**src/rtl/pm_cnt_pkg.sv**
```systemverilog
package pm_cnt_pkg;
  localparam int CNT_W   = 16;
  localparam int NUM_CNT = 5;
  localparam int SEL_W   = 3;

  typedef enum logic [SEL_W-1:0] {
    SEL_FRM  = 3'd0,
    SEL_CRC  = 3'd1,
    SEL_EBIT = 3'd2,
    SEL_SA6A = 3'd3,
    SEL_SA6B = 3'd4
  } cnt_sel_e;
endpackage

```
**src/rtl/pm_sat_counter.sv**
```systemverilog
module pm_sat_counter #(
  parameter int W = 16
) (
  input  logic         clk,
  input  logic         rst_n,
  input  logic         hold_zero,
  input  logic         inc,
  input  logic         clr,
  output logic [W-1:0] value
);
  localparam logic [W-1:0] MAXV = {W{1'b1}};

  always_ff @(posedge clk) begin
    if (!rst_n || hold_zero) value <= '0;
    else if (clr)            value <= inc ? W'(1) : '0;
    else if (inc && value != MAXV) value <= value + W'(1);
  end


  sat_hold_chk: assert property (@(posedge clk) disable iff (!rst_n)
    (value == MAXV && inc && !clr && !hold_zero) |=> value == MAXV);


  clr_restart_chk: assert property (@(posedge clk) disable iff (!rst_n)
    (clr && inc && !hold_zero) |=> value == W'(1));
endmodule

```
**src/rtl/pm_sa6_nibble.sv**
```systemverilog
module pm_sa6_nibble (
  input  logic       clk,
  input  logic       rst_n,
  input  logic       enable,
  input  logic       bit_valid,
  input  logic [1:0] slot,
  input  logic       bit_in,
  output logic       hit_a,
  output logic       hit_b
);
  logic [2:0] sh;
  logic [1:0] got;
  logic       done;
  logic [3:0] nib;

  assign done = enable && bit_valid && slot == 2'd3 && got == 2'd3;
  assign nib  = {sh, bit_in};
  assign hit_a = done && nib[3:2] == 2'b00 && nib[0];
  assign hit_b = done && nib[3:1] == 3'b001;

  always_ff @(posedge clk) begin
    if (!rst_n || !enable) begin
      sh  <= '0;
      got <= '0;
    end else if (bit_valid) begin
      if (slot == 2'd0) begin
        sh  <= {2'b00, bit_in};
        got <= 2'd1;
      end else if (slot == got && slot != 2'd3) begin
        sh  <= {sh[1:0], bit_in};
        got <= got + 2'd1;
      end else begin
        got <= '0;
      end
    end
  end


  sa6_gate_chk: assert property (@(posedge clk) disable iff (!rst_n)
    !enable |-> !(hit_a || hit_b));
endmodule

```
**src/rtl/pm_link_counters.sv**
```systemverilog
module pm_link_counters
  import pm_cnt_pkg::*;
#(
  parameter int FW_W = 7
) (
  input  logic             clk,
  input  logic             rst_n,
  input  logic             e1_mode,
  input  logic             nf_chk_en,
  input  logic             frame_ok,
  input  logic             mf_ok,
  input  logic             fw_valid,
  input  logic [FW_W-1:0]  fw_err,
  input  logic             nf_valid,
  input  logic             nf_bit2,
  input  logic             crc_valid,
  input  logic             crc_err,
  input  logic             ebit_valid,
  input  logic             ebit,
  input  logic             sa6_valid,
  input  logic [1:0]       sa6_slot,
  input  logic             sa6_bit,
  input  logic             rd_req_valid,
  output logic             rd_req_ready,
  input  logic [SEL_W-1:0] rd_req_sel,
  output logic             rsp_valid,
  input  logic             rsp_ready,
  output logic [CNT_W-1:0] rsp_data
);
  logic [NUM_CNT-1:0] inc, clr, hz;
  logic [CNT_W-1:0]   cnt [NUM_CNT];
  logic               sa6_a, sa6_b, accept;

  pm_sa6_nibble u_sa6 (
    .clk(clk), .rst_n(rst_n), .enable(e1_mode && mf_ok),
    .bit_valid(sa6_valid), .slot(sa6_slot), .bit_in(sa6_bit),
    .hit_a(sa6_a), .hit_b(sa6_b)
  );

  always_comb begin
    inc[SEL_FRM]  = frame_ok && ((fw_valid && |fw_err) ||
                    (e1_mode && nf_chk_en && nf_valid && !nf_bit2));
    inc[SEL_CRC]  = mf_ok && crc_valid && crc_err;
    inc[SEL_EBIT] = e1_mode && mf_ok && ebit_valid && !ebit;
    inc[SEL_SA6A] = sa6_a;
    inc[SEL_SA6B] = sa6_b;
    hz = '0;
    hz[SEL_EBIT] = !e1_mode;
    hz[SEL_SA6A] = !e1_mode;
    hz[SEL_SA6B] = !e1_mode;
  end

  assign rd_req_ready = !rsp_valid || rsp_ready;
  assign accept       = rd_req_valid && rd_req_ready;

  for (genvar i = 0; i < NUM_CNT; i++) begin : g_cnt
    assign clr[i] = accept && rd_req_sel == SEL_W'(i);
    pm_sat_counter #(.W(CNT_W)) u_cnt (
      .clk(clk), .rst_n(rst_n), .hold_zero(hz[i]),
      .inc(inc[i]), .clr(clr[i]), .value(cnt[i])
    );
  end

  always_ff @(posedge clk) begin
    if (!rst_n) begin
      rsp_valid <= 1'b0;
      rsp_data  <= '0;
    end else if (accept) begin
      rsp_valid <= 1'b1;
      rsp_data  <= (32'(rd_req_sel) < NUM_CNT) ? cnt[rd_req_sel] : '0;
    end else if (rsp_ready) begin
      rsp_valid <= 1'b0;
    end
  end


  rsp_hold_chk: assert property (@(posedge clk) disable iff (!rst_n)
    (rsp_valid && !rsp_ready) |=> (rsp_valid && $stable(rsp_data)));


  frm_gate_chk: assert property (@(posedge clk) disable iff (!rst_n)
    (!frame_ok && !clr[SEL_FRM]) |=> $stable(cnt[SEL_FRM]));


  crc_gate_chk: assert property (@(posedge clk) disable iff (!rst_n)
    (!mf_ok && !clr[SEL_CRC]) |=> $stable(cnt[SEL_CRC]));


  ds1_zero_chk: assert property (@(posedge clk) disable iff (!rst_n)
    !e1_mode |=> (cnt[SEL_EBIT] == '0 && cnt[SEL_SA6A] == '0 && cnt[SEL_SA6B] == '0));
endmodule

```
**config.mk**
```make
export PLATFORM = sky130hd
export DESIGN_NAME = pm_link_counters
export DESIGN_NICKNAME = d
export VERILOG_FILES = /design/src/rtl/pm_cnt_pkg.sv /design/src/rtl/pm_sat_counter.sv /design/src/rtl/pm_sa6_nibble.sv /design/src/rtl/pm_link_counters.sv
export SDC_FILE = /design/constraint.sdc
export NUM_CORES = 1
export LEC_CHECK = 0
export BUFFER_PORTS_ARGS = -buffer_cell sky130_fd_sc_hd__buf_2
export CAP_MARGIN = 20
export CORE_MARGIN = 5
export CORE_UTILIZATION = 45
export CTS_CLUSTER_DIAMETER = 120
export DETAILED_ROUTE_END_ITERATION = 12
export PLACE_DENSITY_LB_ADDON = 0.1
export SETUP_SLACK_MARGIN = 0.1
export SLEW_MARGIN = 20
export SYNTH_ARGS = -nofsm -noshare
export SYNTH_HDL_FRONTEND = slang
export SYNTH_HIERARCHICAL = 1
export SYNTH_SLANG_ARGS = --single-unit
export TNS_END_PERCENT = 5
```
**constraint.sdc**
```tcl
create_clock -name clk -period 3.15 [get_ports clk]
set_input_delay 0.315 -clock clk [delete_from_list [all_inputs] [get_ports clk]]
set_output_delay 0.315 -clock clk [all_outputs]
set_load 0.03 [all_outputs]
```
==> impl_metrics.csv <==
group,metric,value,unit
hold_path,hp-class,"input pin to flop",
clock_tree,post_cts_buffers,0,
sta,final-hold-violation-count,0,
critical_path,r2r-start,"u_sa6/got[1]",
critical_path,endpoint_kind,"flop",
floorplanning,io_pins,47,
pwr,max-vdd-ir-drop,0.0003137,V
run,maxCapViolations,0,
pwr,p_leak,2.456,nW
pwr,power_density,384.2,nW/um^2
floorplanning,dieArea,16510,um^2
floorplanning,chipHeight,128.5,um
pwr,power.total,0.002693,W
logic_synthesis,yosysTopAreaCell,"dfxtp_1",
clock_tree,worstSkewPairLatency,0.36,ns
detailed_routing,drcViolationCount,0,
floorplanning,die_x,128.5,um
clock_tree,path_clk_slew,0.07,ns
floorplanning,coreArea,13830,um^2
clock_tree,cts_hold_buf,0,
logic_synthesis,avgSynthCellArea,8.380,um^2
logic_synthesis,ys.flop_type,"dfxtp_1",
sta,fin_crit_sh,84.93,%
critical_path,cp_data_arrival_time,2.96,ns
sta,slew_viol_final,0,
logic_synthesis,synth_area_leaders,"dfxtp_1 32%, a21oi_1 6.2%, mux2i_1 4.4%",
hold_path,hold_path_depth,3,
sta,rsz0062_at_grt,"false",
detailed_routing,drt_iter0_markers,457,
logic_synthesis,syn_inst,754,
sta,worst_slew_pin_slew,0.8680,ns
detailed_routing,wl_per_cell,18.45,um
hold_path,holdPathEnd,"u_sa6/sh[0]",
detailed_routing,dr_wl_met3,837,um
logic_synthesis,synth_cell_type_count,53,
detailed_routing,wirelength_met1,8182,um
global_routing,gr-total-overflow,0,
logic_synthesis,synth-edff-count,0,
logic_synthesis,yosysSeqAreaShare,32.32,%
logic_synthesis,ys_ff_latch,102,
sta,period_minus_slack,2.675,ns
sta,tns,0,ns
critical_path,r2r_cells,9,
sta,slew_headroom,42.01,%
detailed_routing,wl,18100,um
sta,fmax,373.8,MHz
detailed_routing,avgViaCountPerCell,6.369,
status,outcome,"complete, no violations",
global_routing,grt_pass1_vias,5813,
placed_design,dp_hpwl,13170,um
sta,setup_viol,0,
clock_tree,cts_tree,"yes",
critical_path,required,3.44,ns
floorplanning,initial_core_util,45.70,%
global_routing,grt_pass1_wl,29770,um
clock_tree,root_buffer,"clkbuf_16",
hold_path,min_from,"sa6_bit",
sta,fin_skew,0.006894,ns
detailed_routing,highest_layer,"met4",
placed_design,io_buffer_count,46,
clock_tree,ctsResizeCount,0,
detailed_routing,dr_wl_met2,8722,um
global_routing,grtUsageTotal,22.02,%
logic_synthesis,synth_top_area_share,32.32,%
layout,antennaDiodeCount,0,
critical_path,r2r_end,"g_cnt[3].u_cnt/value[0]",
critical_path,startpoint,"u_sa6/got[1]",
clock_tree,h-tree-depth,3,
detailed_routing,vias,6248,
layout,syn_to_final_growth,10.93,%
global_routing,grt_max_degree,44,
layout,drive_above_1_share,14.86,%
layout,nNetsFinal,831,
clock_tree,cts_buffer_depth,2,
detailed_routing,ant_nets,0,
critical_path,critPathLaunchType,"flop",
detailed_routing,drtPass1Iterations,7,
critical_path,reg2reg_setup_slack,0.47,ns
clock_tree,cts_sinks,102,
critical_path,critPathKind,"flop to flop",
floorplanning,rows,43,
logic_synthesis,yosys_warnings,6,
clock_tree,numCtsBuffers,9,
global_routing,antenna_found_initial,0,
logic_synthesis,ys_async_sr_fraction,0,%
logic_synthesis,syn_area,6319,um^2
critical_path,crit_fanout,12,
placed_design,gp_congestion,0.8925,
==> worst max-delay path by stage <==
stage | depth (start not counted) | to | slack [ns]
2_1_floorplan | 7 | g_cnt[3].u_cnt/value[8] | 0.75
3_3_place_gp | 10 | g_cnt[4].u_cnt/value[10] | 0.49
5_1_grt | 9 | g_cnt[4].u_cnt/value[12] | 0.34
4_1_cts | 9 | g_cnt[4].u_cnt/value[10] | 0.50
6_report | 9 | g_cnt[3].u_cnt/value[0] | 0.47
3_5_place_dp | 10 | g_cnt[4].u_cnt/value[10] | 0.46
==> state kept, by name, summed over array words and instances, names as in the netlist <==
signal / count
u_sa6/sh: 3
rsp_valid: 1
g_cnt.u_cnt/value: 80
rsp_data: 16
u_sa6/got: 2
==> cells by family (layout without fill, tap and decap cells) <==
kind of cell / count (synthesis) / in the layout / synth area share (%)
mux: 39 / 39 / 6.396
fa+ha+maj: 6 / 6 / 1.188
buf+inv: 51 / 89 / 3.921
compound gates: 214 / 214 / 21.39
simple gates: 341 / 341 / 34.73
flops: 102 / 102 / 32.32
other cells: 1 / 10 / 0.05935
==> where the power goes <==
part           leakage [nW]  switching [W]  internal (W)  total [W]
sequential            0.824      0.0000133       0.00130    0.00132
combinational          1.49       0.000137     0.0000734   0.000210
clock                 0.146       0.000507      0.000660    0.00117
total                  2.46       0.000658       0.00204    0.00269
==> synth_stat cells, types with 2 or more instances <==
cell type  number
a21boi_0        2
a21oi_1        78
a221oi_1        5
a31oi_1        25
a41o_1          5
a41oi_1        10
and2_1          3
and3_1          8
and4_1         10
and4_2          5
buf_2           9
buf_4           8
buf_6           2
clkbuf_1       17
dfxtp_1       102
ha_1            6
inv_1          15
mux2_2         11
mux2i_1        28
nand2_1        52
nand2b_1       20
nand3_1        40
nand3_4         5
nand4_1        21
nand4_4         5
nor2_1         44
nor2b_1         6
nor3_1         34
nor3b_1        11
nor4_1          5
nor4_4          5
o211ai_1        5
o211ai_2        5
o21ai_0        34
o22ai_1        12
o311ai_0        5
o31ai_1        20
o41ai_1         6
or3_1          10
or3_2           5
or3b_1          5
or4_1          26
or4_2           5
or4bb_1        10
==> stage by stage <==
step	setup slack (ns)	hold slack, ns	utilization (%)	instances	instance area, um^2
detailed placement	0.4551	0.4765	48.50	965	6706
global placement	0.4905	0.4554	48.50	965	6706
CTS	0.5030	0.2266	50.69	981	7009
floorplan	0.7496	0.4414	-	763	6352
global route	0.3390	0.2664	50.69	981	7009
finish	0.4747	0.2345	50.69	981	7009
==> critical path, stage by stage (launching register included) <==
cell,delay (ns)
dfxtp_1,0.38
ha_1,0.16
nand4_1,0.09
or4b_1,0.58
nor2_1,0.30
buf_4,0.25
or4bb_1,0.45
o22ai_1,0.20
a41oi_1,0.09
o211ai_2,0.10
==> area by class of cell <==
type | count | area [um^2]
clock buffers | 13 | 260.3
clock inverters | 3 | 42.54
fillers | 1351 | 6818
inverters | 15 | 56.30
multi-input cells | 610 | 4063
flip-flops and latches | 102 | 2042
well taps | 180 | 225.2
repair buffers | 58 | 320.3
==> metal layers <==
layer | GRT usage (%) | vias up
met3 | 3.819 | 27
li1 | - | 3039
met5 | 0 | -
met2 | 36.25 | 165
met4 | 5.868 | 0
met1 | 29.94 | 3017
==> cell usage in the layout (no fill, tap or decap), types with 6 or more instances in the layout <==
| master | instances |
|---|---|
| dfxtp_1 | 102 |
| a21oi_1 | 78 |
| nand2_1 | 52 |
| buf_2 | 46 |
| nor2_1 | 44 |
| nand3_1 | 40 |
| nor3_1 | 34 |
| o21ai_0 | 34 |
| mux2i_1 | 28 |
| or4_1 | 26 |
| a31oi_1 | 25 |
| nand4_1 | 21 |
| nand2b_1 | 20 |
| o31ai_1 | 20 |
| inv_1 | 15 |
| o22ai_1 | 12 |
| buf_4 | 12 |
| nor3b_1 | 11 |
| mux2_2 | 11 |
| conb_1 | 10 |
| or3_1 | 10 |
| or4bb_1 | 10 |
| a41oi_1 | 10 |
| and4_1 | 10 |
| clkbuf_16 | 9 |
| and3_1 | 8 |
| o41ai_1 | 6 |
| nor2b_1 | 6 |
| ha_1 | 6 |
Power figures use the tool's default switching activity.
